### src/rtl/cfgl_pkg.sv
package cfgl_pkg;
  typedef enum logic [2:0] {
    M_PWRUP   = 3'd0,
    M_RESET   = 3'd1,
    M_CONFIG  = 3'd2,
    M_INIT    = 3'd3,
    M_USER    = 3'd4,
    M_UNKNOWN = 3'd5
  } mode_e;

  localparam int CTL_EN   = 0;
  localparam int CTL_CEN  = 1;
  localparam int CTL_PULL = 2;
  localparam int CTL_RLO  = 6;
  localparam int CTL_XFER = 8;
  localparam int CTL_WIDE = 9;

  typedef struct packed {
    logic       wide;
    logic       xfer;
    logic [1:0] ratio;
    logic       pull;
    logic       ce_n;
    logic       en;
  } ctl_t;
endpackage

### src/rtl/cfgl_regs.sv
module cfgl_regs
  import cfgl_pkg::*;
#(
  parameter int ADDR_W  = 4,
  parameter int STRAP_W = 5
) (
  input  logic              clk,
  input  logic              rst,
  input  logic              wr,
  input  logic              rd,
  input  logic [ADDR_W-1:0] addr,
  input  logic [31:0]       wdata,
  input  mode_e             mode,
  input  logic [STRAP_W-1:0] strap,
  input  logic              err,
  output logic [31:0]       rdata,
  output ctl_t              ctl
);
  localparam int WIDX_W   = ADDR_W - 2;
  localparam int ERR_BIT  = 3 + STRAP_W;

  logic [WIDX_W-1:0] widx;
  logic              sel_stat, sel_ctl;
  logic [31:0]       stat_word, ctl_word, rd_mux;

  assign widx     = addr[ADDR_W-1:2];
  assign sel_stat = (widx == WIDX_W'(0));
  assign sel_ctl  = (widx == WIDX_W'(1));

  always_ff @(posedge clk) begin
    if (rst) begin
      ctl <= '{wide: 1'b0, xfer: 1'b0, ratio: 2'd0, pull: 1'b0, ce_n: 1'b1, en: 1'b0};
    end else if (wr && sel_ctl) begin
      ctl.en    <= wdata[CTL_EN];
      ctl.ce_n  <= wdata[CTL_CEN];
      ctl.pull  <= wdata[CTL_PULL];
      ctl.ratio <= wdata[CTL_RLO +: 2];
      ctl.xfer  <= wdata[CTL_XFER];
      ctl.wide  <= wdata[CTL_WIDE];
    end
  end

  always_comb begin
    stat_word = '0;
    stat_word[2:0]           = mode;
    stat_word[3 +: STRAP_W]  = strap;
    stat_word[ERR_BIT]       = err;
    ctl_word = '0;
    ctl_word[CTL_EN]         = ctl.en;
    ctl_word[CTL_CEN]        = ctl.ce_n;
    ctl_word[CTL_PULL]       = ctl.pull;
    ctl_word[CTL_RLO +: 2]   = ctl.ratio;
    ctl_word[CTL_XFER]       = ctl.xfer;
    ctl_word[CTL_WIDE]       = ctl.wide;
    if (sel_stat)     rd_mux = stat_word;
    else if (sel_ctl) rd_mux = ctl_word;
    else              rd_mux = '0;
  end

  always_ff @(posedge clk) begin
    if (rst)     rdata <= '0;
    else if (rd) rdata <= rd_mux;
  end

  // a control write is visible in the stored fields on the next cycle
  a_r3_ctl_write: assert property (@(posedge clk) disable iff (rst)
    (wr && sel_ctl) |=> (ctl.pull == $past(wdata[CTL_PULL]) && ctl.en == $past(wdata[CTL_EN])));
endmodule

### src/rtl/cfgl_mode_fsm.sv
module cfgl_mode_fsm
  import cfgl_pkg::*;
#(
  parameter int EXTRA_CLKS = 4
) (
  input  logic  clk,
  input  logic  rst,
  input  logic  en,
  input  logic  pull,
  input  logic  fab_done,
  input  logic  fab_status,
  output mode_e mode,
  output logic  err,
  output logic  cfg_n,
  output logic  xclk
);
  localparam int CNT_W = $clog2(EXTRA_CLKS + 1);

  logic [CNT_W-1:0] xcnt;
  logic             hold_rst;

  assign hold_rst = en & pull;
  assign xclk     = (mode == M_INIT);

  always_ff @(posedge clk) begin
    if (rst) begin
      mode  <= M_PWRUP;
      err   <= 1'b0;
      xcnt  <= '0;
      cfg_n <= 1'b1;
    end else begin
      cfg_n <= ~hold_rst;
      if (hold_rst) begin
        mode <= M_RESET;
        err  <= 1'b0;
        xcnt <= '0;
      end else begin
        case (mode)
          M_RESET:  if (!err) mode <= M_CONFIG;
          M_CONFIG: begin
            if (!fab_status) begin
              mode <= M_RESET;
              err  <= 1'b1;
            end else if (fab_done) begin
              mode <= M_INIT;
              xcnt <= '0;
            end
          end
          M_INIT: begin
            if (xcnt == CNT_W'(EXTRA_CLKS - 1)) mode <= M_USER;
            else                                xcnt <= xcnt + 1'b1;
          end
          default: ;
        endcase
      end
    end
  end

  // pull with enable forces reset mode
  a_r4_pull_forces_reset: assert property (@(posedge clk) disable iff (rst)
    (en && pull) |=> (mode == M_RESET && !cfg_n));
  // status loss during configuration returns to reset and latches the error
  a_r7_status_loss: assert property (@(posedge clk) disable iff (rst)
    (mode == M_CONFIG && !(en && pull) && !fab_status) |=> (mode == M_RESET && err));
  // latched error keeps the sequencer in reset while the pull is off
  a_r7_err_sticky: assert property (@(posedge clk) disable iff (rst)
    (err && mode == M_RESET && !(en && pull)) |=> (mode == M_RESET && err));
  // initialisation is entered only from configuration
  a_r6_init_from_cfg: assert property (@(posedge clk) disable iff (rst)
    $rose(mode == M_INIT) |-> ($past(mode) == M_CONFIG));
  // without the master enable the pull output stays released
  a_r11_no_en_no_pull: assert property (@(posedge clk) disable iff (rst)
    !en |=> cfg_n);
endmodule

### src/rtl/cfgl_data_path.sv
module cfgl_data_path #(
  parameter int DATA_W = 32
) (
  input  logic              clk,
  input  logic              rst,
  input  logic              dat_wr,
  input  logic [DATA_W-1:0] dat_wdata,
  input  logic              en,
  input  logic              xfer,
  input  logic              wide,
  input  logic [1:0]        ratio,
  output logic              dat_ready,
  output logic [DATA_W-1:0] fab_data,
  output logic              fab_vld
);
  localparam int HALF   = DATA_W / 2;
  localparam int RCNT_W = 3;

  logic [RCNT_W-1:0] hcnt;
  logic              gate, busy, accept;

  assign gate      = en & xfer;
  assign busy      = (hcnt != '0);
  assign dat_ready = !(gate && busy);
  assign accept    = dat_wr && gate && !busy;

  always_ff @(posedge clk) begin
    if (rst) begin
      hcnt     <= '0;
      fab_vld  <= 1'b0;
      fab_data <= '0;
    end else if (accept) begin
      hcnt     <= RCNT_W'((4'd1 << ratio) - 4'd1);
      fab_vld  <= 1'b1;
      fab_data <= wide ? dat_wdata : {{(DATA_W-HALF){1'b0}}, dat_wdata[HALF-1:0]};
    end else if (busy) begin
      hcnt     <= hcnt - 1'b1;
    end else begin
      fab_vld  <= 1'b0;
    end
  end

  // gated and idle means nothing reaches the fabric
  a_r8_gated_idle: assert property (@(posedge clk) disable iff (rst)
    (!gate && !busy) |=> !fab_vld);
  // a held word stays stable and valid
  a_r10_hold_stable: assert property (@(posedge clk) disable iff (rst)
    busy |=> ($stable(fab_data) && fab_vld));
  // narrow mode clears the upper half
  a_r9_narrow_upper: assert property (@(posedge clk) disable iff (rst)
    (accept && !wide) |=> (fab_data[DATA_W-1:HALF] == '0));
endmodule

### src/rtl/cfg_loader_ctrl.sv
module cfg_loader_ctrl
  import cfgl_pkg::*;
#(
  parameter int ADDR_W     = 4,
  parameter int DATA_W     = 32,
  parameter int STRAP_W    = 5,
  parameter int EXTRA_CLKS = 4
) (
  input  logic               clk,
  input  logic               rst,
  input  logic               reg_wr,
  input  logic               reg_rd,
  input  logic [ADDR_W-1:0]  reg_addr,
  input  logic [31:0]        reg_wdata,
  output logic [31:0]        reg_rdata,
  input  logic               dat_wr,
  input  logic [DATA_W-1:0]  dat_wdata,
  output logic               dat_ready,
  input  logic [STRAP_W-1:0] strap_sel,
  input  logic               fab_done,
  input  logic               fab_status,
  output logic               fab_cfg_n,
  output logic               fab_ce_n,
  output logic               fab_xclk,
  output logic [DATA_W-1:0]  fab_data,
  output logic               fab_vld,
  output logic               cfg_err
);
  ctl_t  ctl;
  mode_e mode;
  logic  err;

  cfgl_regs #(.ADDR_W(ADDR_W), .STRAP_W(STRAP_W)) u_regs (
    .clk(clk), .rst(rst), .wr(reg_wr), .rd(reg_rd), .addr(reg_addr),
    .wdata(reg_wdata), .mode(mode), .strap(strap_sel), .err(err),
    .rdata(reg_rdata), .ctl(ctl)
  );

  cfgl_mode_fsm #(.EXTRA_CLKS(EXTRA_CLKS)) u_fsm (
    .clk(clk), .rst(rst), .en(ctl.en), .pull(ctl.pull),
    .fab_done(fab_done), .fab_status(fab_status),
    .mode(mode), .err(err), .cfg_n(fab_cfg_n), .xclk(fab_xclk)
  );

  cfgl_data_path #(.DATA_W(DATA_W)) u_dp (
    .clk(clk), .rst(rst), .dat_wr(dat_wr), .dat_wdata(dat_wdata),
    .en(ctl.en), .xfer(ctl.xfer), .wide(ctl.wide), .ratio(ctl.ratio),
    .dat_ready(dat_ready), .fab_data(fab_data), .fab_vld(fab_vld)
  );

  assign fab_ce_n = ctl.ce_n;
  assign cfg_err  = err;
endmodule

### config.mk
export PLATFORM = sky130hd
export DESIGN_NAME = cfg_loader_ctrl
export DESIGN_NICKNAME = d
export VERILOG_FILES = /design/src/rtl/cfgl_pkg.sv /design/src/rtl/cfgl_regs.sv /design/src/rtl/cfgl_mode_fsm.sv /design/src/rtl/cfgl_data_path.sv /design/src/rtl/cfg_loader_ctrl.sv
export SDC_FILE = /design/constraint.sdc
export NUM_CORES = 1
export LEC_CHECK = 0
export BUFFER_PORTS_ARGS = -buffer_cell sky130_fd_sc_hd__clkbuf_2
export CELL_PAD_IN_SITES_DETAIL_PLACEMENT = 1
export CELL_PAD_IN_SITES_GLOBAL_PLACEMENT = 1
export CORE_MARGIN = 2
export CORE_UTILIZATION = 33
export CTS_CLUSTER_DIAMETER = 150
export DETAILED_ROUTE_END_ITERATION = 7
export PLACE_DENSITY = 0.91
export SLEW_MARGIN = 20
export SYNTH_ARGS = -nofsm -noshare
export SYNTH_HDL_FRONTEND = slang
export SYNTH_HIERARCHICAL = 1
export SYNTH_SLANG_ARGS = --single-unit
### constraint.sdc
create_clock -name clk -period 4.3 [get_ports clk]
set_input_delay 0.86 -clock clk [delete_from_list [all_inputs] [get_ports clk]]
set_output_delay 0.86 -clock clk [all_outputs]
set_load 0.005 [all_outputs]
* Word-level counts from Yosys, hierarchy flattened
Index checks and enable logic that the tools add are counted.
** Storage, ports and cells
- Register bits after elaboration :: 83
- Output and inout bits :: 70
- Input bits :: 80
** Operators by class
- $add $sub $neg :: 3
- Multiplexer cells :: 17
- Shifts and indexed selects :: 1
- Equal/unequal tests :: 15
- Bitwise logic cells :: 4
- Reductions and logical operators :: 17
** Operators by type and width (count)
- $mux 32 :: 2
- $mux 3 :: 9
- $reduce_and 4->1 :: 3
- $mux 10 :: 1
- $ne 2x2->1 const B :: 5
- $eq 3x2->1 const B :: 3
- $pmux 3 s3 :: 1
- $ne 3x3->1 const B :: 2
- $pmux 3 s2 :: 1
- $reduce_bool 3->1 :: 2
- $sub 3x1->3 const B :: 2
- $logic_and 1x1->1 :: 4
- $ne 4x3->1 const B :: 1
- $reduce_bool 2->1 :: 2
- $reduce_bool 4->1 :: 1
- $add 3x1->3 const B :: 1
- $eq 3x1->1 const B :: 1
- $mux 1 :: 3
- $ne 3x1->1 const B :: 1
- $shl 1x2->3 const A :: 1
- $and 1x1->1 :: 2
- $eq 2x1->1 const B :: 1
- $logic_not 1->1 :: 2
- $logic_not 2->1 :: 1
- 4 further kinds :: 5

* Depth between registers and ports, before layout
Gate-level depths: netlist of run 1.
- Depth in word-level cells :: 4
- Mapped depth :: 7
- Mapped depth without buffers :: 6

* Cells and area by module
Netlist of run 1, hierarchy kept.
** By module, submodules not included
- cfgl_data_path :: area an instance 1353.8 um2, cells each 167, instances 1
- cfgl_regs :: area an instance 907.1 um2, cells each 93, instances 1
- cfgl_mode_fsm :: area an instance 377.9 um2, cells each 46, instances 1

* Least setup slack after synthesis of run 1
OpenSTA, ideal clock, no wires.
- Path type :: input port to flip-flop
- Start point :: in dat_wr
- End point :: reg u_dp.hcnt[2]
- Cell stages on the path :: 7
- Data required time :: 4186 ps
- Arrival time :: 1859 ps
- Path buffers :: 1
- Library setup time :: 114 ps
- Path slack :: 2327 ps
- Cells stage by stage :: nand3_1 > nor2_8 > buf_4 > a31oi_1 > ha_1 > xor2_1 > nor2_1
** Between the ends
- Longest elaborated chain between the ends :: 3
** Ends and longest elaborated chain
- start: declaration :: RTL line cfg_loader_ctrl.sv:16 : input logic dat_wr,
- $logic_and 1x1->1 * (2 in series) :: RTL line cfgl_data_path.sv:25 : assign accept = dat_wr && gate && !busy;
- $mux 3 / $reduce_bool 2->1 (equally long branches)
- end signal: assignment :: RTL line cfgl_data_path.sv:33 : hcnt <= RCNT_W'((4'd1 << ratio) - 4'd1);
- end signal: assignment :: RTL line cfgl_data_path.sv:37 : hcnt <= hcnt - 1'b1;
- end: declaration :: RTL line cfgl_data_path.sv:19 : logic [RCNT_W-1:0] hcnt;
Every way passes the cells marked *; elsewhere a longest branch is shown, timed or not.
A chain may end at the register's enable or synchronous reset.

* Worst setup path after layout of run 1
- Start point :: reg u_dp.hcnt[0]
- End point :: out dat_ready
** Between the ends
- Longest elaborated chain between the ends :: 3
** Ends and longest elaborated chain
- $reduce_bool 3->1 :: RTL line cfgl_data_path.sv:23 : assign busy = (hcnt != '0);
- $logic_and 1x1->1 :: RTL line cfgl_data_path.sv:24 : assign dat_ready = !(gate && busy);
- $logic_not 1->1 :: RTL line cfgl_data_path.sv:24
- end: declaration :: RTL line cfg_loader_ctrl.sv:18 : output logic dat_ready,
No other way between the ends.

==> results of run 1 <==
==> worst paths after layout <==
path | from | to | slack [ns]
setup / recovery | u_dp/hcnt[0] | dat_ready | 2.10
hold / removal | u_dp/fab_data[20] | u_dp/fab_data[20] | 0.45
setup reg to reg | u_dp/hcnt[0] | u_dp/hcnt[2] | 2.33
hold reg to reg | u_dp/fab_data[20] | u_dp/fab_data[20] | 0.45
==> flip-flops by register name, summed over array words and instances, names as in the netlist <==
register	count
u_dp/fab_data	32
u_regs/rdata	10
u_regs/ctl	7
u_dp/hcnt	3
u_fsm/mode	3
u_fsm/xcnt	3
u_dp/fab_vld	1
u_fsm/cfg_n	1
u_fsm/err	1
==> metrics by stage <==
step	util, %	power (mW)
4_1_cts	42.1	1.20
5_1_grt	42.1	1.25
3_3_place_gp	40.1	0.751
6_report	42.1	1.18
3_5_place_dp	40.1	0.761
2_1_floorplan	-	0.723
==> routing by layer <==
layer | up-vias | global-route usage [%]
met5 | - | 0
met4 | 0 | 4.04
met3 | 6 | 5.48
met2 | 60 | 29.8
met1 | 1145 | 18.2
li1 | 1173 | -
==> Yosys cell counts (all sizes together) <==
library cell	n	area share [%]
a31oi	2	0.47
ha	3	1.4
nand3	18	3.4
nand4b	1	0.33
o21ai	2	0.38
nand2	52	7.4
o22ai	1	0.24
dfxtp	61	46
or2b	1	0.28
or2	1	0.24
conb	1	0.14
nor2b	1	0.24
nor4	1	0.24
clkbuf	8	1.1
nand3b	1	0.28
xor2	1	0.33
and3b	1	0.33
nor2	17	3.0
a21oi	44	8.3
nand4bb	3	1.3
or3	1	0.43
nand2b	19	4.5
or3b	1	0.33
nor3	5	0.95
and2b	1	0.28
a21o	2	0.57
and3	1	0.24
inv	3	0.43
nor4b	1	0.33
a22oi	1	0.28
buf	31	8.5
o2bb2ai	6	2.0
mux2i	14	5.3
==> cell families after synthesis <==
kind of cell | after synthesis | share of synthesized area (%)
compound gates | 58 | 12.3
fa+ha+maj | 3 | 1.42
buf+inv | 42 | 10.1
mux | 14 | 5.31
other cells | 1 | 0.142
flops | 61 | 46.3
simple gates | 126 | 24.1
xor+xnor | 1 | 0.332
==> report_power, final <==
group	internal [mW]	total, mW	switching, mW
clock network	0.221	0.433	0.212
logic	0.0649	0.146	0.0807
registers	0.582	0.602	0.0195
total	0.868	1.18	0.312
==> final cells by class <==
class,count,area (um2)
Timing Repair Buffer,101,508
Clock inverter,2,10.0
Clock buffer,13,149
Fill cell,1002,4470
Sequential cell,61,1220
Multi-Input combinational cell,224,1230
Tap cell,102,128
Inverter,3,11.3
==> worst max-delay path, stage by stage, from the launching register on <==
cell and delay [ns]:
dfxtp_1 0.35, or3_4 0.43, nand3_1 0.11, clkbuf_2 0.11
==> reports/results.tsv, run 1 <==
stage	metric	value	unit
run_status	status	complete, no violations	
placed_design	place_ws	1.86	ns
min_path	hold_depth	2	
finish	antenna_cells	0	
finish	stdcell_count	506	
pwr	p_leak	1.39	nW
finish	nets	483	
placed_design	gp_congestion	0.777	
routing	drc	0	
floorplanning	num_rows	32	
sta	worst_slack	2.10	ns
yosys	yosys_warnings	6	
sta	maxSlewViolCount	0	
clock_tree	tritoncts	built	
yosys	ys_seq_area_share	46.3	%
sta	period_share	51.1	%
setup_path	worstPathMaxFanout	5	
clock_tree	clock_path_buffers	2	
sta	period_minus_slack	2.20	ns
yosys	synthesis.area	2640	um2
setup_path	crit_required	3.44	ns
routing	routed.top_layer	met4	
floorplanning	die_width	93.4	um
setup_path	ff2ff_path_depth	6	
routing	postRouteWirelength	6860	um
global_routing	globalRoute.totalOverflow	0	
clock_tree	cts-resized-gates	0	
floorplanning	core_area	7730	um2
setup_path	crit_arrival	1.34	ns
sta	setup_viol	0	
sta	worst_pin_slew	0.995	ns
routing	drt-pass1-iter-count	3	
yosys	synthCells	306	
finish	syn_to_final_growth	23.4	%
finish	drive_above_1_share	28.7	%
pwr	peakVddDrop	159	uV
job	maxCapViolations	0	
pwr	powerDensity	362	nW/um2
yosys	synth-seq-cells	61	
clock_tree	postCtsSetupRepairBufs	0	
routing	wl_met2	3580	um
placed_design	dpl.cell_count	491	
placed_design	portBuffers	100	
sta	slew_headroom	33.6	%
clock_tree	postCtsHoldBufs	0	
clock_tree	cts_buffers	9	
clock_tree	cts-root-buf	clkbuf_8	
routing	vias	2384	
floorplanning	initial_core_util	34.1	%
placed_design	hpwl	4910	um
sta	rsz0062_at_grt	no	
floorplanning	die_area	8730	um2
routing	viasPerCell	4.71	
routing	ant_nets	0	
sta	finClkSkew	0.00812	ns
finish	finalInstanceArea	3260	um2
global_routing	grt_pass1_wl	11200	um
clock_tree	cts.sinks	61	
clock_tree	clock_latency	0.33	ns
global_routing	grt_max_degree	59	
finish	final_common_cell	clkbuf_2	
min_path	holdCritPathClass	register to register	
routing	wl_per_cell	13.6	um
global_routing	grtUsageTotal	16.4	%
clock_tree	clk_pin_slew	0.06	ns
sta	fmax	455	MHz
setup_path	crit_type	register to output port	
setup_path	endpoint_kind	output port	
finish	final_cell_mix	clkbuf_2 (99), dfxtp_1 (61), nand2_1 (52), a21oi_1 (44), conb_1 (22)	
routing	met1Wirelength	2900	um
sta	hold_viol	0	
sta	hold_slack	0.451	ns
global_routing	grt_pass1_vias	2416	
clock_tree	htreeDepth	3	
routing	wl_met3	325	um
sta	tns	0	ns
setup_path	crit_path_start_kind	register	
floorplanning	io_pins	150	
floorplanning	die_h	93.4	um
routing	first_iter_violations	40	
global_routing	grt_antenna_before_repair	0	
placed_design	dpl_cell_area	3100	um2
yosys	ys_types	36	
yosys	syn_avg_cell_area	8.62	um2
Note: power is estimated with default switching activity, not from simulation.
==> run 2: changes to the inputs <==
CORE_UTILIZATION = 30   (was 33)
PLACE_DENSITY = 0.84   (was 0.91)
clock period = 2.1 ns   (was 4.3 ns; I/O delays follow)
==> run 2 against run 1 <==
Non-clock buffer count is 3 higher. Critical path depth did not move. Cell area up 1.9%. Core utilization is 3.7 points lower. Largest cell class unchanged. Highest routed layer unchanged. Worst hold slack got worse by 0.14 ns. Worst setup slack got worse by 1.8 ns. Combinational power up 100%. Sequential share of layout area down 0.71 points. Final cell count rose by 2.0%. First-iteration DRC count is 38% higher.
==> reports/results.tsv, run 2 (same netlist as run 1, synthesis figures left out) <==
stage	metric	value	unit	change
sta	fmax	557	MHz	
setup_path	ff2ff_path_depth	5		-1
finish	stdcell_count	516		+2.0%
pwr	clkPwrFrac	40.2	%	+3.5 points
finish	finalInstanceArea	3320	um2	+1.9%
min_path	holdCritPathClass	input pin to register		
clock_tree	clock_latency	0.33	ns	about the same
global_routing	globalRoute.totalOverflow	0		unchanged
finish	reg_top3	u_dp/fab_data (32), u_regs/rdata (10), u_regs/ctl (7)		
sta	maxSlewViolCount	0		unchanged
pwr	p_int	1.90	mW	+120%
setup_path	rrSetupSlack	0.46	ns	-1.87 ns
run_status	status	complete, no violations		
global_routing	grt_pass1_vias	2422		+0.25%
finish	drive_above_1_share	29.9	%	+1.2 points
routing	vias	2365		-0.80%
pwr	switchingPower	0.649	mW	+110%
placed_design	dpl.cell_count	500		+1.8%
clock_tree	cts-root-buf	clkbuf_8		
floorplanning	initial_core_util	30.6	%	-3.6 points
routing	ant_nets	0		unchanged
floorplanning	io_pins	150		unchanged
setup_path	crit_arrival	1.37	ns	+0.03 ns
setup_path	crit_path_start_kind	register		
floorplanning	die_h	97.8	um	+4.7%
pwr	p_sw_share	25.5	%	-1.0 points
clock_tree	tritoncts	built		
setup_path	worstPathMaxFanout	5		unchanged
clock_tree	cts-resized-gates	0		unchanged
sta	finClkSkew	0.00886	ns	+0.000748 ns
setup_path	crit_start	u_dp/hcnt[0]		
global_routing	grtUsageTotal	14.8	%	-1.5 points
setup_path	crit_required	1.68	ns	-1.76 ns
finish	syn_to_final_growth	25.8	%	
floorplanning	die_width	97.8	um	+4.7%
floorplanning	num_rows	34		+6.3%
routing	drc	0		unchanged
setup_path	endpoint_kind	output port		
finish	final_common_cell	clkbuf_2		
routing	first_iter_violations	55		+38%
placed_design	portBuffers	100		unchanged
finish	nets	486		+0.62%
routing	postRouteWirelength	7060	um	+2.8%
finish	largest_reg_flops	32		unchanged
clock_tree	clk_pin_slew	0.07	ns	about the same
pwr	p_leak	1.42	nW	+2.5%
routing	wl_per_cell	13.7	um	+0.85%
clock_tree	clock_path_buffers	2		unchanged
routing	drt-pass1-iter-count	4		+1
sta	rsz0062_at_grt	no		
placed_design	hpwl	5250	um	+6.9%
setup_path	endpoint	dat_ready		
placed_design	place_ws	0.431	ns	-1.43 ns
job	maxCapViolations	0		unchanged
floorplanning	core_area	8640	um2	+12%
pwr	powerDensity	768	nW/um2	+110%
sta	hold_slack	0.310	ns	-0.141 ns
sta	tns	0	ns	unchanged
pwr	peakVddDrop	250	uV	+57%
pwr	p_seq_share	48.3	%	-2.7 points
sta	worst_pin_slew	0.678	ns	-0.318 ns
clock_tree	htreeDepth	3		unchanged
setup_path	timing.rr.start	u_dp/hcnt[0]		
min_path	hp-start	dat_wdata[13]		
pwr	combinationalPowerShare	11.5	%	-0.8 points
sta	slew_headroom	54.8	%	+21 points
clock_tree	cts.sinks	61		unchanged
sta	period_minus_slack	1.79	ns	
global_routing	grt_pass1_wl	11400	um	+1.7%
sta	hold_viol	0		unchanged
clock_tree	cts_buffers	9		unchanged
placed_design	gp_congestion	0.743		-4.3%
setup_path	crit_type	register to output port		
clock_tree	postCtsSetupRepairBufs	0		unchanged
global_routing	grt_antenna_before_repair	0		unchanged
sta	worst_slack	0.305	ns	-1.80 ns
floorplanning	die_area	9560	um2	+9.6%
routing	viasPerCell	4.58		-2.7%
sta	setup_viol	0		unchanged
sta	period_share	85.5	%	
finish	largest_register	u_dp/fab_data		
global_routing	grt_max_degree	34		-42%
finish	final_cell_mix	clkbuf_2 (100), dfxtp_1 (61), nand2_1 (52), a21oi_1 (44), conb_1 (22)		
finish	antenna_cells	0		unchanged
placed_design	dpl_cell_area	3130	um2	+0.97%
setup_path	r2r_end	u_dp/fab_data[27]		
clock_tree	postCtsHoldBufs	0		unchanged
## run 2: cell types whose count changed in the layout (fill, tap and decap cells not counted), sizes merged
cell,before,now
clkbuf,112,111
clkinv,2,4
bufinv,0,1
buf,2,4
## run 2: layout make-up
class / instances / area [um2]
fill: 1093 / 5320
timing repair buffer: 104 / 531
tap: 108 / 135
multi-input combinational: 224 / 1230
sequential: 61 / 1220
clock buffer: 11 / 141
clock inverter: 5 / 50.0
inverter: 3 / 11.3
## run 2: through the flow
stage                     utilization, %  power (mW)
final                               38.4        2.55
after global routing                38.4        2.69
after CTS                           38.4        2.60
after detailed placement            36.2        1.55
after global placement              36.2        1.54
after floorplan                        -        1.48
## run 2: power groups by stage
stage / clock network [mW] / registers, mW / logic (mW)
floorplan: 0 / 1.24 / 0.236
global placement: 0 / 1.25 / 0.289
detailed placement: 0 / 1.26 / 0.296
CTS: 1.07 / 1.23 / 0.297
global route: 1.12 / 1.24 / 0.327
finish: 1.02 / 1.23 / 0.292
## run 2: routing by layer
| layer | vias to the layer above | GRT usage [%] | part of all wire, % |
|---|---|---|---|
| met3 | 7 | 3.65 | 4.0 |
| met2 | 58 | 27.5 | 53 |
| met1 | 1119 | 16.4 | 42 |
| met4 | 0 | 5.34 | 0.84 |
| met5 | - | 0 | 0 |
| li1 | 1181 | - | - |
## run 2: how the worst min path moves through the flow
stage                                    to  slack [ns]  cells past startpoint
after floorplan           u_dp/fab_data[16]        0.45                      2
after global placement    u_dp/fab_data[17]        0.44                      2
after detailed placement  u_dp/fab_data[17]        0.45                      2
after CTS                 u_dp/fab_data[13]        0.29                      3
after global routing      u_dp/fab_data[13]        0.30                      3
final                     u_dp/fab_data[13]        0.31                      3
## run 2: critical path: stages (launching register included)
cell and delay (ns):
dfxtp_1 0.35, or3_4 0.43, nand3_1 0.14, clkbuf_2 0.13
